$ cat src/rtl/dabk_pkg.sv
`timescale 1ns/1ps
package dabk_pkg;
    localparam int NREG  = 8;
    localparam int SEL_W = $clog2(NREG);

    typedef enum logic [SEL_W-1:0] {
        SEL_PID    = 3'd0,
        SEL_SYSCTL = 3'd1,
        SEL_BPA0   = 3'd2,
        SEL_BPA1   = 3'd3,
        SEL_BPCTL  = 3'd4,
        SEL_DSTAT  = 3'd5,
        SEL_FSTAT  = 3'd6,
        SEL_FADDR  = 3'd7
    } reg_sel_e;

    typedef enum logic [1:0] {
        ST_CLEAR = 2'd0,
        ST_ABORT = 2'd1,
        ST_BREAK = 2'd2,
        ST_BOTH  = 2'd3
    } outcome_e;

    localparam logic [2:0] MOE_DATA_BP = 3'b010;
    localparam int         BP_COUNT    = 2;
    localparam int         EN_W        = 2;
endpackage

$ cat src/rtl/dabk_reloc.sv
`timescale 1ns/1ps
module dabk_reloc #(
    parameter int ADDR_W = 32,
    parameter int PID_W  = 7
) (
    input  logic [ADDR_W-1:0] addr_in,
    input  logic [PID_W-1:0]  pid_tag,
    output logic [ADDR_W-1:0] addr_out
);
    localparam int LO_W = ADDR_W - PID_W;

    logic top_zero;
    logic tag_live;

    always_comb begin
        top_zero = (addr_in[ADDR_W-1 -: PID_W] == '0);
        tag_live = (pid_tag != '0);
        addr_out = addr_in;
        if (top_zero && tag_live) begin
            addr_out[ADDR_W-1 -: PID_W] = pid_tag;
        end
        addr_out[LO_W-1:0] = addr_in[LO_W-1:0];
    end
endmodule

$ cat src/rtl/dabk_bpmatch.sv
`timescale 1ns/1ps
module dabk_bpmatch
    import dabk_pkg::*;
#(
    parameter int ADDR_W = 32
) (
    input  logic [ADDR_W-1:0]        addr,
    input  logic                     is_store,
    input  logic [ADDR_W-1:0]        bpa0,
    input  logic [ADDR_W-1:0]        bpa1,
    input  logic [BP_COUNT*EN_W-1:0] bp_en,
    input  logic                     mask_mode,
    output logic                     hit
);
    localparam int CMP_LO = 2;

    function automatic logic type_ok(input logic [EN_W-1:0] en, input logic st);
        logic ok;
        unique case (en)
            2'd0:    ok = 1'b0;
            2'd1:    ok = st;
            2'd2:    ok = 1'b1;
            default: ok = !st;
        endcase
        return ok;
    endfunction

    logic [ADDR_W-1:0] bases [BP_COUNT];
    logic [BP_COUNT-1:0] slot_hit;
    logic mask_hit;

    assign bases[0] = bpa0;
    assign bases[1] = bpa1;

    genvar g;
    generate
        for (g = 0; g < BP_COUNT; g++) begin : g_slot
            logic en_ok;
            logic addr_eq;
            assign en_ok   = type_ok(bp_en[g*EN_W +: EN_W], is_store);
            assign addr_eq = (addr[ADDR_W-1:CMP_LO] == bases[g][ADDR_W-1:CMP_LO]);
            assign slot_hit[g] = en_ok && addr_eq;
        end
    endgenerate

    always_comb begin
        mask_hit = type_ok(bp_en[EN_W-1:0], is_store)
                   && ((addr & ~bpa1) == (bpa0 & ~bpa1));
        hit = mask_mode ? mask_hit : (|slot_hit);
    end
endmodule

$ cat src/rtl/dabk_regs.sv
`timescale 1ns/1ps
module dabk_regs
    import dabk_pkg::*;
#(
    parameter int ADDR_W = 32,
    parameter int PID_W  = 7,
    parameter logic [ADDR_W-1:0] FSR_ALIGN_CODE = 'h1
) (
    input  logic                     clk,
    input  logic                     rst_n,
    input  logic                     wr_en,
    input  logic [SEL_W-1:0]         wr_sel,
    input  logic [ADDR_W-1:0]        wr_data,
    input  logic [SEL_W-1:0]         rd_sel,
    output logic [ADDR_W-1:0]        rd_data,
    input  logic                     align_flt,
    input  logic [ADDR_W-1:0]        align_addr,
    input  logic                     bp_hit,
    input  logic                     ext_flt_valid,
    input  logic [ADDR_W-1:0]        ext_flt_status,
    input  logic [ADDR_W-1:0]        ext_flt_addr,
    output logic [PID_W-1:0]         pid,
    output logic                     align_en,
    output logic [ADDR_W-1:0]        bpa0,
    output logic [ADDR_W-1:0]        bpa1,
    output logic [BP_COUNT*EN_W-1:0] bp_en,
    output logic                     bp_mask_mode,
    output logic                     dbg_en,
    output logic [2:0]               dbg_moe
);
    localparam int MASK_BIT = 8;
    localparam logic [ADDR_W-1:0] PID_MASK = {{PID_W{1'b1}}, {(ADDR_W-PID_W){1'b0}}};
    localparam logic [ADDR_W-1:0] SYS_MASK = ADDR_W'('h2);
    localparam logic [ADDR_W-1:0] CTL_MASK = ADDR_W'('h10F);
    localparam logic [ADDR_W-1:0] DST_MASK = {1'b1, (ADDR_W-1)'('h1C)};
    localparam logic [ADDR_W-1:0] FSR_MASK = ADDR_W'('h6FF);
    localparam logic [ADDR_W-1:0] ALL_MASK = '1;

    function automatic logic [ADDR_W-1:0] wmask(input int idx);
        logic [ADDR_W-1:0] m;
        case (idx)
            0:       m = PID_MASK;
            1:       m = SYS_MASK;
            4:       m = CTL_MASK;
            5:       m = DST_MASK;
            6:       m = FSR_MASK;
            default: m = ALL_MASK;
        endcase
        return m;
    endfunction

    logic [ADDR_W-1:0] regs_q [NREG];
    logic              hw_we  [NREG];
    logic [ADDR_W-1:0] hw_val [NREG];

    always_comb begin
        for (int i = 0; i < NREG; i++) begin
            hw_we[i]  = 1'b0;
            hw_val[i] = regs_q[i];
        end
        if (align_flt) begin
            hw_we[SEL_FSTAT]  = 1'b1;
            hw_val[SEL_FSTAT] = FSR_ALIGN_CODE & FSR_MASK;
            hw_we[SEL_FADDR]  = 1'b1;
            hw_val[SEL_FADDR] = align_addr;
        end else if (ext_flt_valid && dbg_en) begin
            hw_we[SEL_FSTAT]  = 1'b1;
            hw_val[SEL_FSTAT] = ext_flt_status & FSR_MASK;
            hw_we[SEL_FADDR]  = 1'b1;
            hw_val[SEL_FADDR] = ext_flt_addr;
        end
        if (bp_hit && dbg_en) begin
            hw_we[SEL_DSTAT]       = 1'b1;
            hw_val[SEL_DSTAT][4:2] = MOE_DATA_BP;
        end
    end

    genvar g;
    generate
        for (g = 0; g < NREG; g++) begin : g_reg
            localparam logic [ADDR_W-1:0] WM = wmask(g);
            logic [ADDR_W-1:0] q;
            always_ff @(posedge clk) begin
                if (!rst_n) begin
                    q <= '0;
                end else if (hw_we[g]) begin
                    q <= hw_val[g];
                end else if (wr_en && (wr_sel == SEL_W'(g))) begin
                    q <= wr_data & WM;
                end
            end
            assign regs_q[g] = q;
        end
    endgenerate

    assign rd_data      = regs_q[rd_sel];
    assign pid          = regs_q[SEL_PID][ADDR_W-1 -: PID_W];
    assign align_en     = regs_q[SEL_SYSCTL][1];
    assign bpa0         = regs_q[SEL_BPA0];
    assign bpa1         = regs_q[SEL_BPA1];
    assign bp_en        = regs_q[SEL_BPCTL][BP_COUNT*EN_W-1:0];
    assign bp_mask_mode = regs_q[SEL_BPCTL][MASK_BIT];
    assign dbg_en       = regs_q[SEL_DSTAT][ADDR_W-1];
    assign dbg_moe      = regs_q[SEL_DSTAT][4:2];

    // External reports leave fault status alone while debug is off
    assert_ext_gate_R8: assert property (@(posedge clk) disable iff (!rst_n)
        (ext_flt_valid && !dbg_en && !align_flt && !(wr_en && wr_sel == SEL_W'(SEL_FSTAT)))
        |=> $stable(regs_q[SEL_FSTAT]));

    // An alignment fault always lands the alignment code
    assert_align_status_R3: assert property (@(posedge clk) disable iff (!rst_n)
        align_flt |=> (regs_q[SEL_FSTAT] == (FSR_ALIGN_CODE & FSR_MASK)));
endmodule

$ cat src/rtl/dabk_unit.sv
`timescale 1ns/1ps
module dabk_unit
    import dabk_pkg::*;
#(
    parameter int ADDR_W = 32,
    parameter int PID_W  = 7,
    parameter logic [ADDR_W-1:0] FSR_ALIGN_CODE = 'h1
) (
    input  logic              clk,
    input  logic              rst_n,
    input  logic              acc_valid,
    input  logic [31:0]       acc_addr,
    input  logic              acc_store,
    input  logic              wr_en,
    input  logic [2:0]        wr_sel,
    input  logic [31:0]       wr_data,
    input  logic [2:0]        rd_sel,
    output logic [31:0]       rd_data,
    input  logic              ext_flt_valid,
    input  logic [31:0]       ext_flt_status,
    input  logic [31:0]       ext_flt_addr,
    output logic [31:0]       xlat_addr,
    output logic              abort_o,
    output logic              bkpt_o
);
    localparam int LO_W = ADDR_W - PID_W;

    logic [PID_W-1:0]         pid;
    logic                     align_en;
    logic [ADDR_W-1:0]        bpa0;
    logic [ADDR_W-1:0]        bpa1;
    logic [BP_COUNT*EN_W-1:0] bp_en;
    logic                     bp_mask_mode;
    logic                     dbg_en;
    logic [2:0]               dbg_moe;
    logic                     raw_hit;
    logic                     misalign;
    logic                     hit;

    outcome_e state_q;
    outcome_e state_d;

    dabk_reloc #(.ADDR_W(ADDR_W), .PID_W(PID_W)) u_reloc (
        .addr_in  (acc_addr),
        .pid_tag  (pid),
        .addr_out (xlat_addr)
    );

    dabk_bpmatch #(.ADDR_W(ADDR_W)) u_match (
        .addr      (xlat_addr),
        .is_store  (acc_store),
        .bpa0      (bpa0),
        .bpa1      (bpa1),
        .bp_en     (bp_en),
        .mask_mode (bp_mask_mode),
        .hit       (raw_hit)
    );

    assign misalign = acc_valid && align_en && (xlat_addr[1:0] != 2'b00);
    assign hit      = acc_valid && raw_hit;

    dabk_regs #(.ADDR_W(ADDR_W), .PID_W(PID_W), .FSR_ALIGN_CODE(FSR_ALIGN_CODE)) u_regs (
        .clk            (clk),
        .rst_n          (rst_n),
        .wr_en          (wr_en),
        .wr_sel         (wr_sel),
        .wr_data        (wr_data),
        .rd_sel         (rd_sel),
        .rd_data        (rd_data),
        .align_flt      (misalign),
        .align_addr     (xlat_addr),
        .bp_hit         (hit),
        .ext_flt_valid  (ext_flt_valid),
        .ext_flt_status (ext_flt_status),
        .ext_flt_addr   (ext_flt_addr),
        .pid            (pid),
        .align_en       (align_en),
        .bpa0           (bpa0),
        .bpa1           (bpa1),
        .bp_en          (bp_en),
        .bp_mask_mode   (bp_mask_mode),
        .dbg_en         (dbg_en),
        .dbg_moe        (dbg_moe)
    );

    // Next outcome
    always_comb begin
        unique case ({misalign, hit})
            2'b00:   state_d = ST_CLEAR;
            2'b01:   state_d = ST_BREAK;
            2'b10:   state_d = ST_ABORT;
            default: state_d = ST_BOTH;
        endcase
    end

    // State register
    always_ff @(posedge clk) begin
        if (!rst_n) state_q <= ST_CLEAR;
        else        state_q <= state_d;
    end

    // Outputs
    always_comb begin
        unique case (state_q)
            ST_CLEAR: begin abort_o = 1'b0; bkpt_o = 1'b0; end
            ST_ABORT: begin abort_o = 1'b1; bkpt_o = 1'b0; end
            ST_BREAK: begin abort_o = 1'b0; bkpt_o = 1'b1; end
            default:  begin abort_o = 1'b1; bkpt_o = 1'b1; end
        endcase
    end

    assert_abort_cause_R3: assert property (@(posedge clk) disable iff (!rst_n)
        abort_o |-> $past(acc_valid && align_en));

    assert_pulse_R10: assert property (@(posedge clk) disable iff (!rst_n)
        !acc_valid |=> (!abort_o && !bkpt_o));

    assert_low_bits_R2: assert property (@(posedge clk) disable iff (!rst_n)
        acc_valid |-> (xlat_addr[LO_W-1:0] == acc_addr[LO_W-1:0]));

    assert_no_reloc_high_R2: assert property (@(posedge clk) disable iff (!rst_n)
        (acc_valid && acc_addr[ADDR_W-1 -: PID_W] != '0) |-> (xlat_addr == acc_addr));

    assert_moe_code_R7: assert property (@(posedge clk) disable iff (!rst_n)
        (bkpt_o && dbg_en && !$past(wr_en && wr_sel == SEL_W'(SEL_DSTAT)))
        |-> (dbg_moe == MOE_DATA_BP));
endmodule

$ cat config.mk
export PLATFORM = sky130hd
export DESIGN_NAME = dabk_unit
export DESIGN_NICKNAME = d
export VERILOG_FILES = /design/src/rtl/dabk_pkg.sv /design/src/rtl/dabk_reloc.sv /design/src/rtl/dabk_bpmatch.sv /design/src/rtl/dabk_regs.sv /design/src/rtl/dabk_unit.sv
export SDC_FILE = /design/constraint.sdc
export NUM_CORES = 1
export LEC_CHECK = 0
export BUFFER_PORTS_ARGS = -buffer_cell sky130_fd_sc_hd__clkbuf_2
export CAP_MARGIN = 15
export CORE_MARGIN = 2
export CORE_UTILIZATION = 51
export CTS_CLUSTER_DIAMETER = 120
export DETAILED_ROUTE_END_ITERATION = 10
export PLACE_DENSITY = 0.83
export RECOVER_POWER = 50
export SYNTH_ARGS = -nofsm -noshare
export SYNTH_HDL_FRONTEND = slang
export SYNTH_SLANG_ARGS = --single-unit
$ cat constraint.sdc
create_clock -name clk -period 2.3 [get_ports clk]
set_input_delay 0 -clock clk [delete_from_list [all_inputs] [get_ports clk]]
set_output_delay 0 -clock clk [all_outputs]
set_load 0.01 [all_outputs]
Word-level counts from Yosys, hierarchy flattened:

Cells that the tools add are included.

* register bits: 147
* input bits: 140

* magnitude comparators: 1
* equality and inequality tests: 21
* muxes and demuxes: 22
* bitwise operators: 5
* reductions and logical operators: 36

Operator list (count)
* 2-to-1 mux 32 bit: 6
* 2-to-1 mux 64 bit: 2
* binary-select mux 32 bit (select 3 bit): 1
* AND 32 bit: 2
* equality test 30 bit: 2
* equality test 32 bit: 1
* NOT 32 bit: 1
* logical AND 1 bit: 17
* equality test 3 bit (second input constant): 4
* 2-to-1 mux 5 bit: 2
* equality test 2 x 1 -> 1 bit (second input constant): 4
* equality test 2 bit (second input constant): 4
* logical NOT 2 bit: 4
* AND reduction 2 bit: 4
* nonzero test 2 bit: 4
* logical NOT 7 bit: 1
* 2-to-1 mux 7 bit: 1
* nonzero test 7 bit: 1
* equality test 3 x 2 -> 1 bit (second input constant): 2
* != test 3 bit (second input constant): 2
* case mux 1 bit (3 select lines): 2
* case mux 2 bit (3 select lines): 1
* OR reduction 2 bit: 3
* >= comparator 4 bit (second input constant): 1
* 9 further kinds: 13

Depth between registers and ports, before layout:

* word-level depth: 12
* mapped depth: 10

By module:

A second synthesis with hierarchy kept.

* cell total of the unflattened synthesis: 993
* area, all modules: 8237.9 um2

By module, submodules not included
* dabk_regs: instances 1, cells an instance 759, area each 6411.1 um2, sequential area each 2462.4 um2
* dabk_bpmatch: instances 1, cells an instance 189, area each 1452.6 um2, sequential area each 0.0 um2
* dabk_reloc: instances 1, cells an instance 37, area each 290.3 um2, sequential area each 0.0 um2
* dabk_unit: instances 1, cells an instance 8, area each 83.8 um2, sequential area each 40.0 um2

Least setup slack after synthesis:

OpenSTA, ideal clock, no wires.

* path type: input -> register
* from: input acc_addr[28]
* to: register u_regs.g_reg[5].q[31]
* setup time: 58 ps
* data arrival time: 1963 ps
* data required time: 2242 ps
* path slack: 279 ps
* stages: 10
* path buffers: 0
* path through: nor4_4 -> and2_2 -> a21o_1 -> ha_1 -> xnor2_1 -> nand4_1 -> nor4_1 -> a32oi_1 -> nor3b_2 -> o21a_1

* cells in the longest elaborated chain, start to end: 12

RTL lines
* start: declaration: RTL line dabk_unit.sv:12 `input logic [31:0] acc_addr,`
* logical NOT 7 bit (*): RTL line dabk_reloc.sv:16 `top_zero = (addr_in[ADDR_W-1 -: PID_W] == '0);`
* logical AND 1 bit (*): RTL line dabk_reloc.sv:19 `if (top_zero && tag_live) begin`
* 2-to-1 mux 7 bit (*): RTL line dabk_reloc.sv:19
* net xlat_addr[25]: RTL line dabk_unit.sv:22 `output logic [31:0] xlat_addr,`
* AND 32 bit / equality test 30 bit (equally long branches): RTL line dabk_bpmatch.sv:48, dabk_bpmatch.sv:41
* equality test 32 bit / logical AND 1 bit (equally long branches): RTL line dabk_bpmatch.sv:48, dabk_bpmatch.sv:42
* logical AND 1 bit / OR reduction 2 bit (equally long branches): RTL line dabk_bpmatch.sv:48, dabk_bpmatch.sv:49
* 2-to-1 mux 1 bit (*): RTL line dabk_bpmatch.sv:49 `hit = mask_mode ? mask_hit : (|slot_hit);`
* logical AND 1 bit (*): RTL line dabk_unit.sv:60 `assign hit = acc_valid && raw_hit;`
* logical AND 1 bit (*): RTL line dabk_regs.sv:72 `if (bp_hit && dbg_en) begin`
* 2-to-1 mux 1 bit (*): RTL line dabk_regs.sv:72
* NOT 1 bit (no source line) (*)
* AND reduction 2 bit (no source line) (*)
* end signal: assignment: RTL line dabk_regs.sv:87 `q <= hw_val[g];`
* end signal: assignment: RTL line dabk_regs.sv:89 `q <= wr_data & WM;`
* end: declaration: RTL line dabk_regs.sv:82 `logic [ADDR_W-1:0] q;`

Mark *: on every way through the listed nets, which the timed path passes. The rest lies on a longest branch.
A chain may end at the register's enable or synchronous reset.

Worst setup path in the final report:

* from: register u_regs.g_reg[1].q[1]
* to: register u_regs.g_reg[7].q[24]

* cells in the longest elaborated chain, start to end: 5

RTL lines
* start: declaration: RTL line dabk_regs.sv:82
* start signal: assignment: RTL line dabk_regs.sv:87
* start signal: assignment: RTL line dabk_regs.sv:89
* logical AND 1 bit (*) (2 in series): RTL line dabk_unit.sv:59 `assign misalign = acc_valid && align_en && (xlat_addr[1:0] != 2'b00);`
* 2-to-1 mux 2 bit: RTL line dabk_regs.sv:61 `if (align_flt) begin`
* != test 3 bit (no source line) / nonzero test 2 bit (equally long branches)
* AND reduction 2 bit (no source line)
* end signal: assignment: RTL line dabk_regs.sv:87
* end signal: assignment: RTL line dabk_regs.sv:89
* end: declaration: RTL line dabk_regs.sv:82

Mark *: on every way between the ends. The rest lies on a longest branch, timed or not.

==> results.cfg <==
[power_and_ir_drop]
power.share.switching_pct = 27.7
p_sw_mw = 1.61
combPwrFrac_pct = 16.4
clockPowerShare_pct = 44.4
internal-power_mw = 4.21
vdd_ir_drop_max_mv = 0.568
p_seq_share_pct = 39.2
power.density_cell_area_nw_per_um2 = 570
power.static_leakage_nw = 3.94

[detailed_routing]
route.vias.total = 8542
ant_nets = 0
remaining_drc_errors = 0
via_per_inst = 6.05
postRouteWirelength_um = 27200
dr.first_iter.drc_count = 874
detailedRoute.firstPassIterationCount = 5
avgRoutedWirePerCell_um = 19.3

[global_route]
groute.usage.overall_pct = 32.4
grt_start_max_net_pins = 100
first_pass_grt_wire_length_um = 41600
number_of_antenna_violations_at_the_first_check_in_global_routing = 0
aggregate_global_routing_overflow = 0
first_global_vias = 8022

[layout]
multi_input_comb_area_sq_um = 4890
highest_count_cells_in_the_layout_ignoring_fill_and_taps = 188 x sky130_fd_sc_hd__nand2_1, 161 x sky130_fd_sc_hd__clkbuf_2, 125 x sky130_fd_sc_hd__dfxtp_1
final-seq-area_sq_um = 2500
layout.cells.most_common = sky130_fd_sc_hd__nand2_1
share_of_final_layout_standard_cells_stronger_than_drive_strength_1_pct = 21.3
finalNetCount = 1380
areaGrowthSynthToFinish_pct = 28.7
final.fill_count = 1208
fin_util_pct = 67.2
antennaDiodeCount = 0

[synth]
synth_xor_xnor_area_share_pct = 6.62
synth_sequential_area_ratio_pct = 31.5
yosys.area.top_type_share_pct = 31.5
post_synth_inst_count = 1007
area_fraction_in_compound_gates_after_synthesis_pct = 22.6
warnings_synthesis = 0
synth.largest_area_cell = sky130_fd_sc_hd__dfxtp_1
synth.net_count = 1177
ys_seq_elements = 125
largest_family_of_logic_cells_by_synthesized_area = compound AO/OA/AOI/OAI gates
postSynthAreaPerCell_sq_um = 7.88
synthTopCellsByArea = sky130_fd_sc_hd__dfxtp_1 32%, sky130_fd_sc_hd__nand2_1 9.0%, sky130_fd_sc_hd__a21boi_1 6.2%, sky130_fd_sc_hd__xnor2_1 6.1%, sky130_fd_sc_hd__nor2b_1 5.4%
number_of_enable_type_register_cells_in_the_synthesized_netlist = 0
synth_flop_cell = sky130_fd_sc_hd__dfxtp_1
post_synth_instance_area_sq_um = 7930
synthAdderAreaFrac_pct = 4.73
synthMuxAreaShare_pct = 4.75
synth-simple-area-share_pct = 22.1
postSynth.asyncResetShare_pct = 0
synth_cell_types = 57

[setup_path]
critical_path.reg2reg.endpoint = u_regs.g_reg[7].q[24]$_SDFFE_PN0P_
crit_path_start = u_regs.g_reg[1].q[1]$_SDFFE_PN0P_
critical_path.max_stage_delay_ps = 570
critPathCaptureType = flip-flop
critical_path.startpoint_type = flip-flop
critical_path.max_fanout = 26
worst-r2r-setup-slack_ps = 60
crit_type = flip-flop to flip-flop
worst_ep_required_time_ps = 2620
critPathCapture = u_regs.g_reg[7].q[24]$_SDFFE_PN0P_
crit_path_top_delay_cell = sky130_fd_sc_hd__dlygate4sd3_1
cp_cell_sequence = o211a_1 > buf_8 > or3_4 > buf_12 > o221ai_2 > a21oi_1 > dlygate4sd3_1
worstReg2RegStart = u_regs.g_reg[1].q[1]$_SDFFE_PN0P_
r2r_cells = 7
worstPathArrival_ps = 2550

[sta]
grt_setup_unrepaired = yes
maxSlewViolCount = 0
tightest_slew_ps = 1070
final_hold_viol_count = 0
worst_hold_slack_ps = 4.30
min_period_over_period_pct = 97.3
timing.final.crit_period_ps = 2240
fin_skew_ps = 8.18
relSlewSlack_pct = 28.6
fmaxAchievable_mhz = 447
setup_viol = 0

[floorplanning]
horizontal_die_dimension_um = 129
fp.dieH_um = 129
design.die.area_sq_um = 16600
floorplan.rows = 45
placeableCoreArea_sq_um = 15200
initial_core_util_pct = 52.2
num_io_pins = 206

[placement]
portBuffers = 183
hpwl_um = 18200
gp_routability_congestion = 1.02

[worst_hold_path]
worstHoldPathType = input port to flip-flop
holdPathStages = 3

[clock_network]
cts_made_buffers = 17
cts-root-to-sink-buffers = 2
worst_setup_hold_path_clk_slew_ps = 60
cts.sink_count = 125
buffer_type_at_the_clock_tree_root = sky130_fd_sc_hd__clkbuf_16
worst_skew_pair.late_latency_ps = 430
cts_tree = done
htree_levels = 4

[run_status]
run_status = completed

[job]
cap_violations = 0
==> kinds of logic (layout without fill, tap and decap cells) <==
logic type | Yosys count | in the layout
DFF | 125 | 125
adders and majority gates | 30 | 30
AOI/OAI and AO/OA | 266 | 266
xor gates and xnor gates | 60 | 60
muxes | 28 | 28
and+or+nand+nor | 362 | 362
buffers and inverters | 136 | 352
==> area by class of cell <==
class	instances	share of cell area, %
inverters	37	1.36
flip-flops and latches	125	24.5
well taps	188	2.30
clock inverters	13	1.14
clock buffers	19	4.43
repair buffers	283	18.4
multi-input cells	746	47.9
==> worst max-delay path, delay by kind of cell, from the launching register on <==
kind            cells  cell delay (ps)
simple gates        1              410
buf+inv             3              940
flops               1              310
compound gates      3              440
==> stage by stage <==
step           setup WS (ps)  instance area (sq um)  instances  power [mW]  TNS, ps
2_1_floorplan            279                   7930       1007        2.80        0
3_3_place_gp            41.5                   8880       1308        3.13        0
3_5_place_dp            11.3                   8880       1308        3.14        0
4_1_cts                 15.0                  10100       1410        5.79        0
5_1_grt                -4.99                  10200       1411        5.99    -4.99
6_report                62.8                  10200       1411        5.82        0
==> flip-flops by register name (all words and copies together), names as in the netlist <==
signal	count
u_regs.bpa0	32
u_regs.bpa1	32
state_q	2
u_regs.g.q	59
==> repair_timing <==
item                       CTS  global route
hold endpoints to repair   105             0
setup endpoints to repair    0            17
resized for setup            0            18
setup buffers                0             1
hold buffers                70             0
==> power by group through the flow <==
stage | Combinational, mW | Sequential [mW] | Clock [mW]
global route | 1.02 | 2.29 | 2.68
CTS | 0.921 | 2.28 | 2.60
detailed placement | 0.821 | 2.32 | 0
floorplan | 0.494 | 2.31 | 0
global placement | 0.808 | 2.32 | 0
finish | 0.955 | 2.28 | 2.58
==> routing by layer <==
metal / share of wire [%] / GRT usage [%] / vias up
met5: 0 / 0 / -
met4: 4.1 / 14.3 / 0
met3: 10 / 7.19 / 100
met2: 46 / 51.7 / 546
met1: 40 / 42.3 / 3992
li1: - / - / 3904
==> how the worst min path moves through the flow <==
stage                          startpoint  slack (ps)                                 end
after floorplan               acc_addr[0]          90                        xlat_addr[0]
after global placement       acc_addr[19]         250                       xlat_addr[19]
after detailed placement     acc_addr[19]         260                       xlat_addr[19]
after CTS                 ext_flt_addr[0]           2   u_regs.g_reg[7].q[0]$_SDFFE_PN0P_
after global routing         acc_addr[18]          20  u_regs.g_reg[7].q[18]$_SDFFE_PN0P_
final                        acc_addr[18]           4  u_regs.g_reg[7].q[18]$_SDFFE_PN0P_
==> synth_stat cells, types with 6 or more instances <==
cell,instances
sky130_fd_sc_hd__nor3_1,22
sky130_fd_sc_hd__o21ai_1,9
sky130_fd_sc_hd__a21oi_1,59
sky130_fd_sc_hd__mux2_2,7
sky130_fd_sc_hd__o22ai_1,16
sky130_fd_sc_hd__xnor2_1,55
sky130_fd_sc_hd__a31oi_1,10
sky130_fd_sc_hd__nor2b_1,68
sky130_fd_sc_hd__mux4_2,7
sky130_fd_sc_hd__o221ai_1,22
sky130_fd_sc_hd__ha_1,30
sky130_fd_sc_hd__nor3b_1,6
sky130_fd_sc_hd__and2_1,15
sky130_fd_sc_hd__a21boi_1,65
sky130_fd_sc_hd__nand2_1,190
sky130_fd_sc_hd__mux2i_1,14
sky130_fd_sc_hd__o21ai_0,25
sky130_fd_sc_hd__buf_2,6
sky130_fd_sc_hd__inv_1,35
sky130_fd_sc_hd__a22oi_1,17
sky130_fd_sc_hd__a211oi_1,12
sky130_fd_sc_hd__clkbuf_1,62
sky130_fd_sc_hd__a21boi_0,6
sky130_fd_sc_hd__nor2_1,20
sky130_fd_sc_hd__buf_1,6
sky130_fd_sc_hd__buf_4,25
sky130_fd_sc_hd__dfxtp_1,125
sky130_fd_sc_hd__nand4_1,18
Note: power is estimated with default switching activity, not from simulation.
